**config.mk**
```make
export PLATFORM = sky130hd
export DESIGN_NAME = sbsa_unit
export DESIGN_NICKNAME = d
export VERILOG_FILES = /design/src/rtl/sbsa_bit_unit.sv /design/src/rtl/sbsa_addr_unit.sv /design/src/rtl/sbsa_legal.sv /design/src/rtl/sbsa_unit.sv
export SDC_FILE = /design/constraint.sdc
export NUM_CORES = 1
export LEC_CHECK = 0
export ABC_AREA = 1
export BUFFER_PORTS_ARGS = -buffer_cell sky130_fd_sc_hd__buf_4
export CAP_MARGIN = 20
export CORE_ASPECT_RATIO = 1.4
export CORE_UTILIZATION = 41
export CTS_CLUSTER_DIAMETER = 40
export DETAILED_ROUTE_END_ITERATION = 7
export GPL_TIMING_DRIVEN = 0
export HOLD_SLACK_MARGIN = 0.03
export PLACE_DENSITY_LB_ADDON = 0.05
export SLEW_MARGIN = 20
export SYNTH_ARGS = -nofsm -noshare
export SYNTH_HDL_FRONTEND = slang
export SYNTH_SLANG_ARGS = --single-unit
```
**constraint.sdc**
```tcl
create_clock -name clk_i -period 0.8 [get_ports clk_i]
set_input_delay 0.04 -clock clk_i [delete_from_list [all_inputs] [get_ports clk_i]]
set_output_delay 0.04 -clock clk_i [all_outputs]
set_load 0.02 [all_outputs]
```
**src/rtl/sbsa_bit_unit.sv**
```systemverilog
module sbsa_bit_unit #(
  parameter int XLEN = 64,
  localparam int IDX_W = $clog2(XLEN)
) (
  input  logic [1:0]       fn_i,
  input  logic [IDX_W-1:0] idx_i,
  input  logic [XLEN-1:0]  rs1_i,
  output logic [XLEN-1:0]  res_o
);
  logic [XLEN-1:0] mask;
  logic [XLEN-1:0] shr;

  assign mask = {{(XLEN-1){1'b0}}, 1'b1} << idx_i;
  assign shr  = rs1_i >> idx_i;

  always_comb begin
    unique case (fn_i)
      2'd0:    res_o = rs1_i | mask;
      2'd1:    res_o = rs1_i & ~mask;
      2'd2:    res_o = rs1_i ^ mask;
      default: res_o = {{(XLEN-1){1'b0}}, shr[0]};
    endcase
  end
endmodule

```
**src/rtl/sbsa_addr_unit.sv**
```systemverilog
module sbsa_addr_unit #(
  parameter int XLEN = 64,
  localparam int IDX_W = $clog2(XLEN)
) (
  input  logic [2:0]       fn_i,
  input  logic [IDX_W-1:0] sh_i,
  input  logic [XLEN-1:0]  rs1_i,
  input  logic [XLEN-1:0]  rs2_i,
  output logic [XLEN-1:0]  res_o
);
  logic [XLEN-1:0] zw;

  generate
    if (XLEN > 32) begin : g_wide
      assign zw = {{(XLEN-32){1'b0}}, rs1_i[31:0]};
    end else begin : g_narrow
      assign zw = rs1_i;
    end
  endgenerate

  always_comb begin
    unique case (fn_i)
      3'd0:    res_o = (rs1_i << 1) + rs2_i;
      3'd1:    res_o = (rs1_i << 2) + rs2_i;
      3'd2:    res_o = (rs1_i << 3) + rs2_i;
      3'd3:    res_o = (zw << 1) + rs2_i;
      3'd4:    res_o = (zw << 2) + rs2_i;
      3'd5:    res_o = (zw << 3) + rs2_i;
      3'd6:    res_o = zw + rs2_i;
      default: res_o = zw << sh_i;
    endcase
  end
endmodule

```
**src/rtl/sbsa_legal.sv**
```systemverilog
module sbsa_legal #(
  parameter int XLEN = 64
) (
  input  logic [3:0] op_i,
  input  logic       bit_en_i,
  input  logic       addr_en_i,
  output logic       legal_o
);
  logic uw_op;
  assign uw_op = op_i[3] && (op_i[2:0] >= 3'd3);

  generate
    if (XLEN == 64) begin : g_rv64
      assign legal_o = op_i[3] ? addr_en_i : bit_en_i;
    end else begin : g_rv32
      assign legal_o = op_i[3] ? (addr_en_i && !uw_op) : bit_en_i;
    end
  endgenerate
endmodule

```
**src/rtl/sbsa_unit.sv**
```systemverilog
module sbsa_unit #(
  parameter int XLEN = 64,
  localparam int IDX_W = $clog2(XLEN)
) (
  input  logic             clk_i,
  input  logic             rst_ni,
  input  logic [3:0]       op_i,
  input  logic [XLEN-1:0]  rs1_i,
  input  logic [XLEN-1:0]  rs2_i,
  input  logic [IDX_W-1:0] imm_i,
  input  logic             bit_en_i,
  input  logic             addr_en_i,
  output logic [XLEN-1:0]  result_o,
  output logic             illegal_o
);
  logic [IDX_W-1:0] idx;
  logic [XLEN-1:0]  bit_res;
  logic [XLEN-1:0]  addr_res;
  logic [XLEN-1:0]  res;
  logic             legal;

  // op[2] selects the immediate index form
  assign idx = op_i[2] ? imm_i : rs2_i[IDX_W-1:0];

  sbsa_bit_unit #(.XLEN(XLEN)) u_bit (
    .fn_i  (op_i[1:0]),
    .idx_i (idx),
    .rs1_i (rs1_i),
    .res_o (bit_res)
  );

  sbsa_addr_unit #(.XLEN(XLEN)) u_addr (
    .fn_i  (op_i[2:0]),
    .sh_i  (imm_i),
    .rs1_i (rs1_i),
    .rs2_i (rs2_i),
    .res_o (addr_res)
  );

  sbsa_legal #(.XLEN(XLEN)) u_legal (
    .op_i      (op_i),
    .bit_en_i  (bit_en_i),
    .addr_en_i (addr_en_i),
    .legal_o   (legal)
  );

  assign res = op_i[3] ? addr_res : bit_res;

  always_ff @(posedge clk_i or negedge rst_ni) begin
    if (!rst_ni) begin
      result_o  <= '0;
      illegal_o <= 1'b0;
    end else begin
      illegal_o <= !legal;
      result_o  <= legal ? res : '0;
    end
  end
endmodule

```
==> impl_results.md, run 1 <==
- Outcome: aborted with a tool error
- Failed at: global routing
- Err: [ERROR GRT-0116] Global routing finished with congestion. Check the congestion regions in the DRC Viewer.
- Placed cell count: 7109
- Root Driver: clkbuf_16
- Most frequent cell after synthesis: nand2_1
- Simple-Gate Fraction of Synth Area: 49.68%
- CTS Buffer Depth: 2
- Cell taking the most area after synthesis: nand2_1
- First-pass GRT wire length: 396300 um
- Synth Area in Compound Gates: 15.97%
- Synth Warn #: 0
- CTS H-tree lvls: 3
- Synth Area in Adders: 14.44%
- Initial Util: 41.53%
- Cell variety after synth: 55
- Die width: 231.7 um
- Primary FF master, synth: dfrtp_1
- Vias in the first global route: 50160
- Yosys top cell area share: 26.12%
- Synth cell count leaders: 2107 x nand2_1, 927 x inv_1, 636 x nor2_1
- GR Util All Layers: 70.85%
- Mapped Nets: 6445
- Grt total ovfl: 761
- CTS Buf Count: 9
- Sequential area share after synthesis: 5.372%
- XOR/XNOR share of the synthesized area: 0.5207%
- Area post-placement: 33850 um2
- Yosys reg bits: 65
- Row cnt: 117
- Mapped Cells: 5956
- Multiplexer share of the synthesized area: 0.09917%
- CTS Sinks: 65
- Synth area leaders: nand2_1 26%, ha_1 14%, inv_1 11%
- RePlAce Congestion: 1.200
- Die height: 323.5 um
- Synth async-reset ratio: 100.0%
- Largest net degree at the start of global routing: 66
- Hpwl dp: 177500 um
- IO Pins: 207
- Post-synth EDFFs: 0
- Syn avg cell area: 5.084 um2
- Port Buffers: 201
- Synthesized area: 30280 um2
- Main combinational cell family by area after synthesis: simple AND/OR/NAND/NOR gates
## timing repair
action,CTS
cloned,8
resized for setup,1437
pin swaps,419
setup endpoints to repair,129
setup buffers,221
hold endpoints to repair,65
## cells by family after synthesis
| logic type | Yosys count |
|---|---|
| AO/OA/AOI/OAI | 840 |
| multiplexers | 3 |
| adder cells (fa/ha/maj) | 347 |
| buffers and inverters | 1087 |
| XOR/XNOR | 18 |
| AND/OR/NAND/NOR | 3596 |
| flip-flops | 65 |
## through the flow
step,TNS [ps],setup slack [ps],util (%),hold slack [ps]
4_1_cts,-99140,-1637,57.94,-197.0
3_5_place_dp,-159770,-3354,46.44,196.9
3_3_place_gp,-158460,-3362,46.43,183.0
2_1_floorplan,-69190,-1385,-,-255.6
## metal layers
layer	GRT usage (%)	overflow
met1	71.16	3
met2	92.89	480
met3	49.46	15
met4	69.66	261
met5	15.17	2
==> run 2, diff against run 1 <==
--- a/config.mk
+++ b/config.mk
@@ -8,13 +8,10 @@
 export ABC_AREA = 1
 export BUFFER_PORTS_ARGS = -buffer_cell sky130_fd_sc_hd__buf_4
 export CAP_MARGIN = 20
-export CORE_ASPECT_RATIO = 1.4
-export CORE_UTILIZATION = 41
-export CTS_CLUSTER_DIAMETER = 40
+export CORE_UTILIZATION = 26
 export DETAILED_ROUTE_END_ITERATION = 7
 export GPL_TIMING_DRIVEN = 0
-export HOLD_SLACK_MARGIN = 0.03
-export PLACE_DENSITY_LB_ADDON = 0.05
+export PLACE_DENSITY_LB_ADDON = 0.15
 export SLEW_MARGIN = 20
 export SYNTH_ARGS = -nofsm -noshare
 export SYNTH_HDL_FRONTEND = slang
==> run 2 against run 1 <==
The flow now finishes, with violations (hold timing, setup timing); synthesized area unchanged; synthesized cell count stayed put.
==> impl_results.md, run 2 <==
- Cell variety after synth: 55
- Leakage Power: 21.34 nW
- Row cnt: 124
- Synth area leaders: nand2_1 26%, ha_1 14%, inv_1 11%
- Maximum vdd drop: 0.001070 V
- Max reg flops: 64
- First-pass GRT wire length: 307800 um
- Initial Util: 26.34%
- Finished Layout Cells: 7973
- Max Clk Rate: 388.0 MHz
- Yosys top cell area share: 26.12%
- Multi-input gate area: 32650 um2
- Placed cell count: 7669
- Grt total ovfl: 0
- CTS H-tree lvls: 3
- Synth cell count leaders: 2107 x nand2_1, 927 x inv_1, 636 x nor2_1
- Synth Area in Adders: 14.44%
- Number of iterations in the first detailed-routing pass: 6
- Avg WL per Cell: 28.36 um
- Max_slew headroom: 22.25%
- Crit-path max FO: 5
- Crit Path Class: input pin to flip-flop
- Final wirelength: 226100 um
- Port Buffers: 201
- Share of power burned in registers: 8.2%
- Antenna violations before repair: 6
- Unrepaired setup endpoints after global routing: true
- Commonest non-fill, non-tap cells in the layout: 1748 x nand2_1, 808 x inv_1, 393 x nand3_1
- CTS tree: built
- Layout cells sized above 1: 32.63%
- Setup violators final: 129
- Hold Crit Class: input pin to async pin
- Gate power share: 82.2%
- Syn avg cell area: 5.084 um2
- Die width: 343.3 um
- Synthesized area: 30280 um2
- Commonest non-fill, non-tap cell in the layout: nand2_1
- Yosys reg bits: 65
- Final net count: 6944
- CP arrival: 2830 ps
- CTS Sinks: 65
- Mapped Nets: 6445
- Crit path time final: 2577 ps
- Synth Area in Compound Gates: 15.97%
- Core Area: 115000 um2
- DR vias/cell: 5.476
- Post-place setup slack: -3430 ps
- Crit path launch type: input pin
- Pwr Total: 46.83 mW
- Synth Warn #: 0
- IO Pins: 207
- Post-synth EDFFs: 0
- Cell taking the most area after synthesis: nand2_1
- Pwr per Cell Area: 1017 nW/um2
- Largest net degree at the start of global routing: 66
- Min Hold Slack: -274.0 ps
- Endpoint type of the worst setup path: flip-flop
- Final Hold Fails: 65
- Multiplexer share of the synthesized area: 0.09917%
- Simple-Gate Fraction of Synth Area: 49.68%
- DIE AREA: 117800 um2
- Fin crit share: 322.2%
- Clock network fraction of total power: 9.6%
- Setup_tns: -106330 ps
- DR DRC count: 0
- Primary FF master, synth: dfrtp_1
- Most frequent cell after synthesis: nand2_1
- Reg with most FFs: result_o
- CTS Buf Count: 9
- XOR/XNOR share of the synthesized area: 0.5207%
- RePlAce Congestion: 1.062
- Slew @ Worst Pin: 1166 ps
- Via count of the routed design: 43660
- Synth async-reset ratio: 100.0%
- Reg clk slew, reported paths: 70 ps
- Failing checks: hold timing, setup timing
- Register area: 1627 um2
- Worst path required time: 1050 ps
- Outcome: finished, violations left
- Worst Slack Setup Final: -1777 ps
- Maxcap violations: 0
- Hpwl dp: 189500 um
- CTS Buffer Depth: 2
- Switching Fraction: 58.16%
- Drt initial violations: 4375
- ANT nets after route: 0
- Internal power: 19.60 mW
- Number of fill cells in the layout: 12690
- Vias in the first global route: 41570
- Die height: 343.3 um
- Area Growth Syn to Fin: 52.03%
- Root Driver: clkbuf_16
- Sw Pwr: 27.24 mW
- Mapped Cells: 5956
- Sequential area share after synthesis: 5.372%
- Biggest regs: result_o (64), illegal_o (1)
- Max-slew violation count: 0
- Main combinational cell family by area after synthesis: simple AND/OR/NAND/NOR gates
- GR Util All Layers: 37.19%
-- run 2: cell counts after synthesis --
Identical to the previous run, type by type.
-- run 2: critical path, stage by stage --
cell and delay (ps):
buf_8 100, buf_12 120, buf_12 130, nor2_4 140
buf_12 140, clkbuf_16 150, nor2_2 50, ha_4 290
nand2_4 90, inv_1 70, a21oi_4 180, nor2_1 50
nor2_1 120, o21ai_0 140, a21oi_2 260, nand3b_1 160
nand3_4 130, nand2_4 70, nor2_4 280, a21oi_2 90
-- run 2: power groups by stage --
stage          Sequential [mW]  Clock [mW]  Combinational [mW]
2_1_floorplan             4.32           0                15.0
3_3_place_gp              3.84           0                27.5
3_5_place_dp              3.84           0                27.5
4_1_cts                   3.86        4.59                35.3
5_1_grt                   3.88        4.68                40.2
6_report                  3.85        4.50                38.5
-- run 2: kinds of logic after synthesis --
group,Yosys count
AO/OA/AOI/OAI,840
XOR/XNOR,18
adder cells (fa/ha/maj),347
multiplexers,3
flip-flops,65
buffers and inverters,1087
AND/OR/NAND/NOR,3596
-- run 2: path summary, 6_finish.rpt --
kind	depth (start not counted)	startpoint	end
max	20	op_i[2]	result_o[57]$_DFF_PN0_
min	1	rst_ni	result_o[0]$_DFF_PN0_
max in group asynchronous	1	rst_ni	result_o[51]$_DFF_PN0_
min in group clk_i	3	bit_en_i	illegal_o$_DFF_PN0_
-- run 2: final cells by class --
class | count | share of cell area (%)
antenna | 1 | 0.005436
buffer | 145 | 2.389
clock buffer | 9 | 0.4892
clock inverter | 7 | 0.2174
inverter | 940 | 7.996
multi-input combinational | 4804 | 70.92
sequential | 65 | 3.533
tap | 1512 | 4.110
timing repair buffer | 490 | 10.34
-- run 2: layer usage --
metal	part of all wire, %	track usage (%)	vias up
met4	8.4	24.55	4
li1	-	-	20140
met3	8.5	7.134	622
met1	40	45.04	20750
met5	0.011	0	-
met2	44	59.85	2139
-- run 2: repair_timing --
action | in CTS | in global routing
gates cloned | 5 | 1
pin swaps | 343 | 285
setup buffers | 213 | 73
resized for setup | 1686 | 447
setup endpoints to repair | 129 | 129
endpoints found under the hold margin | 65 | 65
-- run 2: per-stage QoR --
step                utilization (%)  instance area [um2]
CTS                           38.11                43810
detailed placement            30.05                34550
floorplan                         -                31150
global route                  40.04                46030
finish                        40.04                46030
global placement              30.05                34550
Note: power is estimated with default switching activity, not from simulation.
